==> src/rtl/dcbw_pkg.sv <==
package dcbw_pkg;

  localparam int ELEM_W = 16;
  localparam int DATA_W = 32;
  localparam int RF_W   = 4;
  localparam int CC_W   = 4;
  localparam int CCL_W  = 2;
  localparam int MODE_W = 4;
  localparam int CLS_W  = 3;

  typedef enum logic [CLS_W-1:0] {
    TGT_INTERNAL   = 3'd0,
    TGT_INTERRUPT  = 3'd1,
    TGT_TEST       = 3'd2,
    TGT_UNASSIGNED = 3'd3,
    TGT_SPECIAL    = 3'd4
  } tgt_class_e;

  // Mode lives in the top nibble of the element address.
  function automatic logic [MODE_W-1:0] f_mode(input logic [ELEM_W-1:0] a);
    return a[ELEM_W-1 -: MODE_W];
  endfunction

  function automatic tgt_class_e f_class(input logic [MODE_W-1:0] m);
    if (m == 4'd0)      return TGT_INTERNAL;
    else if (m == 4'd1) return TGT_INTERRUPT;
    else if (m < 4'd4)  return TGT_TEST;
    else if (m < 4'd8)  return TGT_UNASSIGNED;
    else                return TGT_SPECIAL;
  endfunction

  // Register 0 means "send zeros", never the register contents.
  function automatic logic [DATA_W-1:0] f_wdata(input logic [RF_W-1:0] rf,
                                                input logic [DATA_W-1:0] rd);
    return (rf == '0) ? '0 : rd;
  endfunction

  function automatic logic f_device_cc(input logic [MODE_W-1:0] m);
    return m >= 4'd2;
  endfunction

  function automatic logic [CC_W-1:0] f_cc_from_lines(input logic [CCL_W-1:0] l);
    return {{(CC_W-CCL_W){1'b0}}, l};
  endfunction

endpackage

==> src/rtl/dcbw_launch.sv <==
module dcbw_launch
  import dcbw_pkg::*;
#(
  parameter int EW = ELEM_W,
  parameter int DW = DATA_W,
  parameter int RW = RF_W
) (
  input  logic            clk,
  input  logic            rst_n,
  input  logic            req_i,
  input  logic            priv_i,
  input  logic            busy_i,
  input  logic [EW-1:0]   elem_addr_i,
  input  logic [RW-1:0]   rfield_i,
  input  logic [DW-1:0]   rdata_i,
  output logic            start_fire_o,
  output logic [EW-1:0]   bus_addr_o,
  output logic [DW-1:0]   bus_data_o,
  output logic            bus_wvalid_o,
  output logic [CLS_W-1:0] tgt_class_o,
  output logic            trap_o
);

  logic accept;
  logic trap_fire;

  assign accept       = req_i & ~busy_i;
  assign start_fire_o = accept & priv_i;
  assign trap_fire    = accept & ~priv_i;

  always_ff @(posedge clk) begin
    if (!rst_n) begin
      bus_addr_o   <= '0;
      bus_data_o   <= '0;
      bus_wvalid_o <= 1'b0;
      tgt_class_o  <= '0;
      trap_o       <= 1'b0;
    end else begin
      bus_wvalid_o <= start_fire_o;
      trap_o       <= trap_fire;
      if (start_fire_o) begin
        bus_addr_o  <= elem_addr_i;
        bus_data_o  <= f_wdata(rfield_i, rdata_i);
        tgt_class_o <= f_class(f_mode(elem_addr_i));
      end
    end
  end

endmodule

==> src/rtl/dcbw_seq.sv <==
module dcbw_seq #(
  parameter int TIMEOUT_CYC = 64
) (
  input  logic clk,
  input  logic rst_n,
  input  logic start_fire_i,
  input  logic bus_ack_i,
  output logic busy_o,
  output logic ack_take_o,
  output logic to_fire_o,
  output logic done_o,
  output logic timeout_o
);

  localparam int CNT_W = $clog2(TIMEOUT_CYC + 1);
  localparam logic [CNT_W-1:0] LAST = CNT_W'(TIMEOUT_CYC - 1);

  logic [CNT_W-1:0] cnt;

  assign ack_take_o = busy_o & bus_ack_i;
  assign to_fire_o  = busy_o & ~bus_ack_i & (cnt == LAST);

  always_ff @(posedge clk) begin
    if (!rst_n) begin
      busy_o    <= 1'b0;
      cnt       <= '0;
      done_o    <= 1'b0;
      timeout_o <= 1'b0;
    end else begin
      done_o <= ack_take_o;
      if (start_fire_i) begin
        busy_o    <= 1'b1;
        cnt       <= '0;
        timeout_o <= 1'b0;
      end else if (ack_take_o) begin
        busy_o <= 1'b0;
      end else if (to_fire_o) begin
        busy_o    <= 1'b0;
        timeout_o <= 1'b1;
      end else if (busy_o) begin
        cnt <= cnt + 1'b1;
      end
    end
  end

endmodule

==> src/rtl/dcbw_ccreg.sv <==
module dcbw_ccreg
  import dcbw_pkg::*;
(
  input  logic              clk,
  input  logic              rst_n,
  input  logic              ack_take_i,
  input  logic [MODE_W-1:0] mode_i,
  input  logic [CCL_W-1:0]  bus_ccl_i,
  input  logic              int_ccv_i,
  input  logic [CC_W-1:0]   int_cc_i,
  output logic [CC_W-1:0]   cc_o
);

  always_ff @(posedge clk) begin
    if (!rst_n) begin
      cc_o <= '0;
    end else if (ack_take_i) begin
      if (f_device_cc(mode_i))
        cc_o <= f_cc_from_lines(bus_ccl_i);
      else if (int_ccv_i)
        cc_o <= int_cc_i;
    end
  end

endmodule

==> src/rtl/dcb_write_unit.sv <==
module dcb_write_unit
  import dcbw_pkg::*;
#(
  parameter int TIMEOUT_CYC = 64
) (
  input  logic               clk,
  input  logic               rst_n,
  input  logic               req_i,
  input  logic               priv_i,
  input  logic [ELEM_W-1:0]  elem_addr_i,
  input  logic [RF_W-1:0]    rfield_i,
  input  logic [DATA_W-1:0]  rdata_i,
  output logic [ELEM_W-1:0]  bus_addr_o,
  output logic [DATA_W-1:0]  bus_data_o,
  output logic               bus_wvalid_o,
  output logic [CLS_W-1:0]   tgt_class_o,
  input  logic               bus_ack_i,
  input  logic [CCL_W-1:0]   bus_ccl_i,
  input  logic               int_ccv_i,
  input  logic [CC_W-1:0]    int_cc_i,
  output logic               busy_o,
  output logic               done_o,
  output logic               timeout_o,
  output logic               trap_o,
  output logic [CC_W-1:0]    cc_o
);

  logic start_fire;
  logic ack_take;
  logic to_fire;
  logic [MODE_W-1:0] cur_mode;

  assign cur_mode = f_mode(bus_addr_o);

  dcbw_launch u_launch (
    .clk          (clk),
    .rst_n        (rst_n),
    .req_i        (req_i),
    .priv_i       (priv_i),
    .busy_i       (busy_o),
    .elem_addr_i  (elem_addr_i),
    .rfield_i     (rfield_i),
    .rdata_i      (rdata_i),
    .start_fire_o (start_fire),
    .bus_addr_o   (bus_addr_o),
    .bus_data_o   (bus_data_o),
    .bus_wvalid_o (bus_wvalid_o),
    .tgt_class_o  (tgt_class_o),
    .trap_o       (trap_o)
  );

  dcbw_seq #(.TIMEOUT_CYC(TIMEOUT_CYC)) u_seq (
    .clk          (clk),
    .rst_n        (rst_n),
    .start_fire_i (start_fire),
    .bus_ack_i    (bus_ack_i),
    .busy_o       (busy_o),
    .ack_take_o   (ack_take),
    .to_fire_o    (to_fire),
    .done_o       (done_o),
    .timeout_o    (timeout_o)
  );

  dcbw_ccreg u_cc (
    .clk        (clk),
    .rst_n      (rst_n),
    .ack_take_i (ack_take),
    .mode_i     (cur_mode),
    .bus_ccl_i  (bus_ccl_i),
    .int_ccv_i  (int_ccv_i),
    .int_cc_i   (int_cc_i),
    .cc_o       (cc_o)
  );

endmodule

==> config.mk <==
export PLATFORM = sky130hd
export DESIGN_NAME = dcb_write_unit
export DESIGN_NICKNAME = d
export VERILOG_FILES = /design/src/rtl/dcbw_pkg.sv /design/src/rtl/dcbw_launch.sv /design/src/rtl/dcbw_seq.sv /design/src/rtl/dcbw_ccreg.sv /design/src/rtl/dcb_write_unit.sv
export SDC_FILE = /design/constraint.sdc
export NUM_CORES = 1
export LEC_CHECK = 0
export BUFFER_PORTS_ARGS = -buffer_cell sky130_fd_sc_hd__buf_2
export CAP_MARGIN = 20
export CORE_UTILIZATION = 40
export DETAILED_ROUTE_END_ITERATION = 8
export PLACE_DENSITY = 0.76
export SLEW_MARGIN = 20
export SYNTH_ARGS = -nofsm -noshare
export SYNTH_HDL_FRONTEND = slang
export SYNTH_SLANG_ARGS = --single-unit
export TNS_END_PERCENT = 30
==> constraint.sdc <==
create_clock -name clk -period 1.22 [get_ports clk]
set_input_delay 0.244 -clock clk [delete_from_list [all_inputs] [get_ports clk]]
set_output_delay 0.244 -clock clk [all_outputs]
set_load 0.01 [all_outputs]
==> impl_metrics.json <==
{
  "antenna_left": 0,
  "seq_area_frac_synth": 0.567,
  "grt_pass1_vias": 2143,
  "violations": "negative setup slack",
  "critPathArrivalTime_ns": 1.53,
  "drive_gt1_frac": 0.539,
  "numCtsBuffers": 9,
  "critPathCaptureType": "flop",
  "yosysWarnings": 0,
  "layout_commonest_cell": "buf_2",
  "r2r_start": "u_seq.busy_o$_SDFFE_PN0P_",
  "dieArea_um2": 6220,
  "clkSlewWorstSetupHoldPaths_ns": 0.08,
  "wl_met3_um": 460,
  "path_class": "flop to flop",
  "required_ns": 1.51,
  "drc": 0,
  "postCtsHoldBufs": 0,
  "worstRegToRegCells": 3,
  "ff_latch_area_um2": 1350,
  "reg2reg_slack_ns": -0.02,
  "cp_max_fo": 8,
  "period_minus_slack_ns": 1.24,
  "numClockSinks": 67,
  "rows": 27,
  "syn_nets": 263,
  "syn_inst": 198,
  "multiInputGateArea_um2": 1080,
  "num_vias": 2237,
  "yosysTopAreaCellShare": 0.567,
  "dp_cells": 396,
  "io_buffer_count": 123,
  "power_density_nw_per_um2": 1330,
  "root_buffer": "clkbuf_8",
  "htree_levels": 3,
  "grt_pass1_wl_mm": 10.1,
  "min_from": "rdata_i[9]",
  "critical-path-max-stage-delay_ns": 0.43,
  "antenna_cells": 0,
  "final_cells": 421,
  "hold_violations": 0,
  "drtIter0Drc": 70,
  "synth_area_um2": 2360,
  "yosysTopAreaCell": "dfxtp_1",
  "ir_drop_v": 0.000697,
  "fillerInstances": 478,
  "cts_buffer_depth": 2,
  "cap_viol_max_count": 0,
  "syn_to_final_growth_pct": 50.7,
  "cts_tree": "done",
  "finalNetCount": 409,
  "synthDistinctLibCells": 35,
  "relSlewSlack": 0.772,
  "min_period_over_period": 1.02,
  "track_usage": 0.214,
  "rsz0062_at_grt": "true",
  "ys_seq_elements": 67,
  "power_leakage_nw": 1.70,
  "final_util": 0.635,
  "clk_latency_ns": 0.34,
  "setup_violations": 20,
  "finClkSkew_ns": 0.00998,
  "wl_mm": 6.78,
  "status": "finished, violations left",
  "slew_violations": 0,
  "core_area_um2": 5610,
  "min_to": "u_launch.bus_data_o[9]$_SDFFE_PN0P_",
  "finalSetupTns_ns": -0.190,
  "viasPerCell": 5.31,
  "grt_max_degree": 27,
  "chipWidth_um": 78.9,
  "met2_length_mm": 3.34,
  "hold_depth": 2,
  "dp_hpwl_mm": 3.96,
  "reg2reg_to": "u_launch.bus_data_o[26]$_SDFFE_PN0P_",
  "tightestPinTransition_ns": 0.341,
  "cp_slowest_cell": "and4b_4",
  "fp.dieH_um": 78.9,
  "fmax_mhz": 807,
  "boundaryPins": 124,
  "syn_avg_cell_area_um2": 11.9,
  "top_layer": "met4",
  "wire_per_inst_um": 16.1,
  "antenna_found_initial": 0,
  "place.gp.congestion": 0.820,
  "drtPass1Iterations": 4,
  "mostFrequentLayoutCells": "121 x buf_2, 61 x dfxtp_1, 49 x a22o_1",
  "start_kind": "flop",
  "hold_path_class": "input pin to flop",
  "ys_top_cells_by_area": "dfxtp_1 57%, a22o_1 18%, buf_6 3.3%",
  "grt-ovfl-total": 0,
  "setup_slack_ns": -0.0197,
  "wl_met1_mm": 2.88,
  "worstPathCellList": "and4b_4, o41a_2, a22o_1",
  "start_util": 0.421
}
[sequential cells by signal, summed over array words and instances, names as in the netlist]
signal,cells
u_cc.cc_o,4
u_launch.bus_data_o,32
u_seq.done_o,1
u_launch.tgt_class_o,3
u_launch.bus_addr_o,16
u_seq.cnt,7
u_launch.bus_wvalid_o,1
u_seq.timeout_o,1
u_launch.trap_o,1
u_seq.busy_o,1
[worst max-delay path: cells and delay by family, from the launching register on]
family             cells  cell delay, ns
and+or+nand+nor        1            0.43
AOI/OAI and AO/OA      2            0.41
DFF                    1            0.35
[area by class of cell]
class | count | share of cell area
Clock buffer | 9 | 0.0348
Tap cell | 72 | 0.0253
Inverter | 2 | 0.00211
Clock inverter | 7 | 0.0214
Multi-Input combinational cell | 122 | 0.303
Timing Repair Buffer | 142 | 0.234
Sequential cell | 67 | 0.379
[where the power goes]
group | leakage [nW] | total [W] | switching, W | internal (W)
clock network | 0.0958 | 0.00184 | 0.000884 | 0.000952
logic | 1.06 | 0.000586 | 0.000289 | 0.000297
registers | 0.549 | 0.00233 | 0.0000516 | 0.00228
total | 1.70 | 0.00475 | 0.00122 | 0.00353
[logic make-up after synthesis]
family | Yosys count | synth area share
compound gates | 69 | 0.242
mux | 7 | 0.0296
buf+inv | 15 | 0.0519
fa+ha+maj | 1 | 0.00529
simple gates | 39 | 0.104
flops | 67 | 0.567
[how the worst max path moves through the flow]
stage / from / endpoint / slack [ns] / depth (start not counted)
floorplan: u_seq.cnt[0]$_SDFFE_PP0P_ / u_seq.cnt[3]$_SDFFE_PP0P_ / 0.004 / 4
finish: u_seq.busy_o$_SDFFE_PN0P_ / u_launch.bus_data_o[26]$_SDFFE_PN0P_ / -0.02 / 3
global placement: rfield_i[1] / u_launch.bus_data_o[20]$_SDFFE_PN0P_ / -0.24 / 3
global route: u_seq.busy_o$_SDFFE_PN0P_ / u_launch.bus_data_o[31]$_SDFFE_PN0P_ / -0.07 / 3
CTS: u_seq.busy_o$_SDFFE_PN0P_ / u_launch.bus_data_o[25]$_SDFFE_PN0P_ / -0.03 / 3
detailed placement: rfield_i[1] / u_launch.bus_data_o[15]$_SDFFE_PN0P_ / -0.26 / 3
[stage by stage]
step | worst slack [ns] | total power [W] | instance area (µm²) | hold WS [ns]
finish | -0.0197 | 0.00475 | 3560 | 0.0989
global route | -0.0674 | 0.00497 | 3560 | 0.0897
CTS | -0.0263 | 0.00474 | 3410 | 0.0869
detailed placement | -0.259 | 0.00287 | 3090 | 0.448
global placement | -0.235 | 0.00286 | 3090 | 0.447
floorplan | 0.00434 | 0.00263 | 2380 | 0.323
[what timing repair did]
action	in CTS	in global routing
pin swaps	30	17
gates resized for setup	18	15
endpoints found under the setup margin	63	58
cloned	4	3
buffers inserted	0	2
[synth_stat cells, drive strengths merged]
cell,number
o21ai,2
a41oi,1
dfxtp,67
nor4,1
nand3,9
nand3b,6
ha,1
nor2,4
nand4,2
o41a,1
mux2i,7
a21oi,7
a22o,49
and4,1
clkbuf,1
or4,1
a31oi,1
inv,2
and4b,1
a211oi,4
nand2b,2
and2,2
nand2,4
nor4b,1
a2111oi,1
nor3,2
a21o,1
buf,12
o2bb2ai,2
nor2b,2
and3,1
[per-layer routing]
| metal | track usage | up-vias |
|---|---|---|
| met5 | 0 | - |
| met2 | 0.357 | 98 |
| met4 | 0.107 | 0 |
| met1 | 0.253 | 1063 |
| li1 | - | 1065 |
| met3 | 0.0563 | 11 |
Power figures use the tool's default switching activity.
